## src/rtl/lrd_pkg.sv

```systemverilog
`timescale 1ns/1ps
package lrd_pkg;
   localparam int NUM_RATES = 6;

   typedef enum logic [2:0] {
      RATE_NONSTD = 3'd0,
      RATE_32K    = 3'd1,
      RATE_44K1   = 3'd2,
      RATE_48K    = 3'd3,
      RATE_88K2   = 3'd4,
      RATE_96K    = 3'd5,
      RATE_192K   = 3'd6
   } rate_e;

   // Frame rate in Hz for bin index idx (lowest rate first, also the priority order)
   function automatic int bin_rate_hz(input int idx);
      case (idx)
         0:       return 32000;
         1:       return 44100;
         2:       return 48000;
         3:       return 88200;
         4:       return 96000;
         default: return 192000;
      endcase
   endfunction

   // Rounded reference cycles in one subframe (half a frame period)
   function automatic int bin_nominal(input int ref_hz, input int idx);
      return (ref_hz + bin_rate_hz(idx)) / (2 * bin_rate_hz(idx));
   endfunction
endpackage

```

## src/rtl/lrd_sync_edge.sv

```systemverilog
`timescale 1ns/1ps
module lrd_sync_edge #(
   parameter int STAGES = 2
) (
   input  logic clk,
   input  logic rst_n,
   input  logic din,
   output logic edge_o
);
   // STAGES synchroniser flops plus one history flop for the edge compare
   logic [STAGES:0] sh;

   always_ff @(posedge clk) begin
      if (!rst_n) sh <= '0;
      else        sh <= {sh[STAGES-1:0], din};
   end

   assign edge_o = sh[STAGES] ^ sh[STAGES-1];
endmodule

```

## src/rtl/lrd_span_counter.sv

```systemverilog
`timescale 1ns/1ps
module lrd_span_counter #(
   parameter int CNT_W = 12
) (
   input  logic             clk,
   input  logic             rst_n,
   input  logic             edge_i,
   output logic             pub_o,
   output logic             tmo_o,
   output logic [CNT_W-1:0] span_o,
   output logic [CNT_W-1:0] count_o
);
   localparam logic [CNT_W-1:0] SAT = '1;

   logic [CNT_W-1:0] run;
   logic             primed;

   assign span_o = run;
   assign pub_o  = edge_i && primed;
   assign tmo_o  = primed && !edge_i && (run == SAT);

   always_ff @(posedge clk) begin
      if (!rst_n) begin
         run    <= '0;
         primed <= 1'b0;
      end else if (edge_i) begin
         run    <= {{(CNT_W-1){1'b0}}, 1'b1};
         primed <= 1'b1;
      end else begin
         if (run != SAT) run <= run + 1'b1;
         if (tmo_o)      primed <= 1'b0;
      end
   end

   always_ff @(posedge clk) begin
      if (!rst_n)     count_o <= '0;
      else if (pub_o) count_o <= run;
      else if (tmo_o) count_o <= SAT;
   end
endmodule

```

## src/rtl/lrd_rate_classifier.sv

```systemverilog
`timescale 1ns/1ps
module lrd_rate_classifier
   import lrd_pkg::*;
#(
   parameter int CNT_W   = 12,
   parameter int REF_HZ  = 18432000,
   parameter int BIN_TOL = 4
) (
   input  logic [CNT_W-1:0] count_i,
   output rate_e            code_o
);
   logic [NUM_RATES-1:0] hit;

   for (genvar i = 0; i < NUM_RATES; i++) begin : g_bin
      localparam int NOM = bin_nominal(REF_HZ, i);
      localparam logic [CNT_W-1:0] LO = CNT_W'(NOM - BIN_TOL);
      localparam logic [CNT_W-1:0] HI = CNT_W'(NOM + BIN_TOL);
      assign hit[i] = (count_i >= LO) && (count_i <= HI);
   end

   // Lowest rate wins where windows overlap
   always_comb begin
      code_o = RATE_NONSTD;
      for (int i = NUM_RATES - 1; i >= 0; i--) begin
         if (hit[i]) code_o = rate_e'(3'(i + 1));
      end
   end
endmodule

```

## src/rtl/lrd_lock_judge.sv

```systemverilog
`timescale 1ns/1ps
module lrd_lock_judge #(
   parameter int CNT_W    = 12,
   parameter int LOCK_TOL = 2
) (
   input  logic             clk,
   input  logic             rst_n,
   input  logic             pub_i,
   input  logic             tmo_i,
   input  logic [CNT_W-1:0] span_i,
   output logic             valid_o
);
   logic [CNT_W-1:0] prev;
   logic             have_prev;
   logic [CNT_W-1:0] diff;

   assign diff = (span_i > prev) ? (span_i - prev) : (prev - span_i);

   always_ff @(posedge clk) begin
      if (!rst_n) begin
         prev      <= '0;
         have_prev <= 1'b0;
         valid_o   <= 1'b0;
      end else if (pub_i) begin
         valid_o   <= have_prev && (diff <= CNT_W'(LOCK_TOL));
         prev      <= span_i;
         have_prev <= 1'b1;
      end else if (tmo_i) begin
         valid_o   <= 1'b0;
         have_prev <= 1'b0;
      end
   end
endmodule

```

## src/rtl/lrclk_rate_detector.sv

```systemverilog
`timescale 1ns/1ps
module lrclk_rate_detector
   import lrd_pkg::*;
#(
   parameter int REF_HZ      = 18432000,
   parameter int CNT_W       = 12,
   parameter int SYNC_STAGES = 2,
   parameter int BIN_TOL     = 4,
   parameter int LOCK_TOL    = 2
) (
   input  logic             clk_ref,
   input  logic             rst_n,
   input  logic             lrclk_in,
   output logic [CNT_W-1:0] span_count,
   output logic [2:0]       rate_code,
   output logic             rate_valid
);
   localparam int SPAN_MAX = (1 << CNT_W) - 1;
   localparam int TOP_SPAN = bin_nominal(REF_HZ, 0) + BIN_TOL;

   if (SYNC_STAGES < 2) begin : g_bad_sync
      $error("SYNC_STAGES must be at least 2");
   end
   if (TOP_SPAN >= SPAN_MAX) begin : g_bad_width
      $error("CNT_W too narrow for the slowest rate window");
   end
   if (BIN_TOL < 0 || LOCK_TOL < 0) begin : g_bad_tol
      $error("tolerances must be non-negative");
   end

   logic             edge_w;
   logic             pub_w;
   logic             tmo_w;
   logic [CNT_W-1:0] span_w;
   rate_e            code_w;

   lrd_sync_edge #(.STAGES(SYNC_STAGES)) u_sync (
      .clk    (clk_ref),
      .rst_n  (rst_n),
      .din    (lrclk_in),
      .edge_o (edge_w)
   );

   lrd_span_counter #(.CNT_W(CNT_W)) u_cnt (
      .clk     (clk_ref),
      .rst_n   (rst_n),
      .edge_i  (edge_w),
      .pub_o   (pub_w),
      .tmo_o   (tmo_w),
      .span_o  (span_w),
      .count_o (span_count)
   );

   lrd_rate_classifier #(.CNT_W(CNT_W), .REF_HZ(REF_HZ), .BIN_TOL(BIN_TOL)) u_cls (
      .count_i (span_count),
      .code_o  (code_w)
   );

   lrd_lock_judge #(.CNT_W(CNT_W), .LOCK_TOL(LOCK_TOL)) u_lock (
      .clk     (clk_ref),
      .rst_n   (rst_n),
      .pub_i   (pub_w),
      .tmo_i   (tmo_w),
      .span_i  (span_w),
      .valid_o (rate_valid)
   );

   assign rate_code = code_w;
endmodule

```

## config.mk

```make
export PLATFORM = sky130hd
export DESIGN_NAME = lrclk_rate_detector
export DESIGN_NICKNAME = d
export VERILOG_FILES = /design/src/rtl/lrd_pkg.sv /design/src/rtl/lrd_sync_edge.sv /design/src/rtl/lrd_span_counter.sv /design/src/rtl/lrd_rate_classifier.sv /design/src/rtl/lrd_lock_judge.sv /design/src/rtl/lrclk_rate_detector.sv
export SDC_FILE = /design/constraint.sdc
export NUM_CORES = 1
export LEC_CHECK = 0
export BUFFER_PORTS_ARGS = -buffer_cell sky130_fd_sc_hd__buf_2
export CAP_MARGIN = 20
export CORE_MARGIN = 2
export CORE_UTILIZATION = 50
export DETAILED_ROUTE_END_ITERATION = 16
export PLACE_DENSITY = 0.65
export SYNTH_ARGS = -nofsm -noshare
export SYNTH_HDL_FRONTEND = slang
export SYNTH_SLANG_ARGS = --single-unit
```

## constraint.sdc

```tcl
create_clock -name clk_ref -period 3.2 [get_ports clk_ref]
set_clock_uncertainty 0.1 [all_clocks]
set_input_delay 0.64 -clock clk_ref [delete_from_list [all_inputs] [get_ports clk_ref]]
set_output_delay 0.64 -clock clk_ref [all_outputs]
set_load 0.05 [all_outputs]
```

==> key figures <==
Outcome
  – Status: complete, no violations

Pwr
  – Static Leakage: 1.261 nW
  – Worst vdd ir: 0.0002348 V
  – P_int: 0.8371 mW
  – Comb pwr share: 14.5%
  – Clock network power share: 37.2%
  – Sw Pwr: 0.2766 mW
  – Flop pwr share: 48.3%
  – Switching Share: 24.84%
  – PD cells: 347.6 nW/um2

Yosys
  – Syn. warnings: 0
  – Synth unique cells: 56
  – Syn Inst Count: 384
  – Synthesized area: 2944 um2
  – #FFs+latches synth: 42
  – Post-synth EDFFs: 0
  – Syn Nets: 413
  – Top-area cell type share of the netlist area: 28.56%
  – Sequential share of the synthesized area: 28.56%
  – Ys async rst share: 0%
  – Mapped Avg Cell Area: 7.667 um2
  – Top area cells in the synthesized netlist: dfxtp_1 29%, ha_1 10%, nand2_1 6.8%, inv_1 4.3%, a21oi_1 4.2%
  – Post-synth top flop: dfxtp_1
  – Synth area leader: dfxtp_1

Clock tree
  – Worst-path clk slew: 0.08 ns
  – CTS H-tree lvls: 2
  – Post-CTS Setup Inserts: 0
  – CTS Hold Bufs: 0
  – Largest buffer count on any clock path: 2
  – Clock sink total: 42
  – CTS tree: done
  – CTS Buf Count: 5
  – Worst skew pair latency: 0.29 ns
  – Post-cts sizing count: 0
  – CTS Root Cell: clkbuf_8

STA
  – Final Worst Setup Slack: 0.2245 ns
  – Setup violators final: 0
  – Relative slew slack: 54.29%
  – Setup_tns: 0 ns
  – Period utilization: 92.98%
  – Minimum clock period after layout: 2.975 ns
  – Worst Tran Pin Value: 0.6852 ns
  – Final Hold Viols: 0
  – Max Fclk: 336.1 MHz
  – RSZ-0062 raised after global routing: no
  – Slew Viols, Final: 0

Placement
  – IO Port Bufs: 18
  – Placement Cell Area: 3094 um2
  – Cells after DPL: 462
  – Post-Place Setup Slack: 0.2362 ns
  – Post-DP HPWL: 5421 um
  – GP Congestion: 0.8668

Floorplanning
  – Rows: 27
  – Io pins: 19
  – Die Area: 6518 um2
  – Die height: 80.74 um
  – Core box area: 5608 um2
  – Die X: 80.74 um
  – Initial core utilization: 52.50%

Layout
  – Commonest non-fill, non-tap cell in the layout: nand2_1
  – Commonest non-fill, non-tap cells in the layout: 53 x nand2_1, 42 x dfxtp_1, 34 x inv_1, 25 x a21oi_1, 24 x ha_1
  – Non-Filler Instances: 470
  – Design area: 3204 um2
  – Final nets: 426
  – Area grow syn2layout: 8.840%
  – Diode count: 0
  – Share of cells above drive strength 1: 9.799%

Global route
  – Initial antenna violation count: 0
  – First-pass GRT wire length: 11,540 um
  – GRT Resource Usage Total: 22.52%
  – GRT overflow: 0
  – Largest net degree at the start of global routing: 21
  – Vias in the first global route: 2,444

Setup path
  – Critical path type: reg2reg
  – Critical path required time: 3.30 ns
  – Crit end category: flop
  – Startpoint types: flop
  – Worst-path fanout max: 10
  – CP arrival: 3.07 ns

Drt
  – WL/cell: 14.72 um
  – Final antenna-violating net count: 0
  – Detailed Route WL: 6919 um
  – DRC: 0
  – Iter 0 DRT Violations: 153
  – Via Count: 2,685
  – TritonRoute pass-1 iters: 5
  – Vias per cell: 5.713

Flow run
  – Max-cap viol count: 0

Hold path
  – Worst Hold Class: reg2reg
-- registers in the layout, summed over array words and instances (netlist names) --
signal and count:
u_cnt.count_o 12, u_cnt.primed 1, u_cnt.span_o 12, u_lock.have_prev 1, u_lock.prev 12, u_lock.valid_o 1
u_sync.sh 3
-- kinds of logic after synthesis --
group	Yosys count	share of synthesized area, %
DFF	42	28.56
buffers and inverters	51	6.630
AOI/OAI and AO/OA	100	22.40
xor gates and xnor gates	18	5.355
adders and majority gates	26	11.56
muxes	4	1.445
and+or+nand+nor	143	24.05
-- Yosys cell counts, drive strengths merged, types with 3 or more instances --
cell and number:
nor3 10, clkbuf 14, o21ai 20, nor4 5, nand4 6, and2 5, xnor2 12, nand3 10
a21oi 25, or2 3, inv 34, o211ai 4, ha 24, nor2b 5, nor3b 3, a211o 3
nand2 53, buf 3, dfxtp 42, a21o 3, nor2 23, nand2b 5, a31oi 15, xor2 6
a21boi 12, or3 7
-- layer usage --
layer | vias up | global-route usage (%) | part of all wire, %
met2 | 62 | 38.33 | 46
met3 | 5 | 2.556 | 4.0
met5 | - | 0 | 0
met4 | 0 | 4.068 | 0.69
met1 | 1252 | 31.19 | 49
li1 | 1366 | - | -
-- critical path, cell delays in order, from the launching register on --
cell and delay (ns):
dfxtp_1 0.43, inv_1 0.10, ha_1 0.48, nand4_2 0.19
or4_4 0.55, o21ai_2 0.07, a31oi_2 0.08, or3b_1 0.37
a32o_1 0.26, o32ai_1 0.26
-- final timing paths --
kind	cells after the start	endpoint	slack [ns]	from
max	9	u_lock.valid_o$_SDFFE_PN0P_	0.22	u_cnt.span_o[8]$_SDFFE_PP0P_
min	1	u_sync.sh[1]$_SDFF_PN0_	0.34	u_sync.sh[0]$_SDFF_PN0_
max reg2reg	9	u_lock.valid_o$_SDFFE_PN0P_	0.22	u_cnt.span_o[8]$_SDFFE_PP0P_
min reg2reg	1	u_sync.sh[1]$_SDFF_PN0_	0.34	u_sync.sh[0]$_SDFF_PN0_
-- stage by stage --
step	utilization (%)	power [mW]	hold slack (ns)
finish	57.14	1.114	0.3425
global route	57.14	1.159	0.3620
CTS	57.14	1.123	0.3497
detailed placement	55.18	0.7105	0.3299
global placement	55.18	0.7069	0.3157
floorplan	-	0.6801	0.3119
-- power groups by stage --
| stage | clock (mW) | sequential, mW | combinational, mW |
|---|---|---|---|
| 2_1_floorplan | 0 | 0.551 | 0.129 |
| 3_3_place_gp | 0 | 0.549 | 0.157 |
| 3_5_place_dp | 0 | 0.550 | 0.160 |
| 4_1_cts | 0.424 | 0.538 | 0.161 |
| 5_1_grt | 0.442 | 0.540 | 0.178 |
| 6_report | 0.415 | 0.538 | 0.161 |
-- final cells by class --
class / count / area [um2]
inverter: 34 / 127.6
timing repair buffer: 23 / 127.6
tap: 72 / 90.09
clock inverter: 2 / 37.54
multi-input combinational: 291 / 1908
sequential: 42 / 840.8
fill: 547 / 2404
clock buffer: 6 / 72.57
No activity file was read; power rests on OpenSTA's default activity.
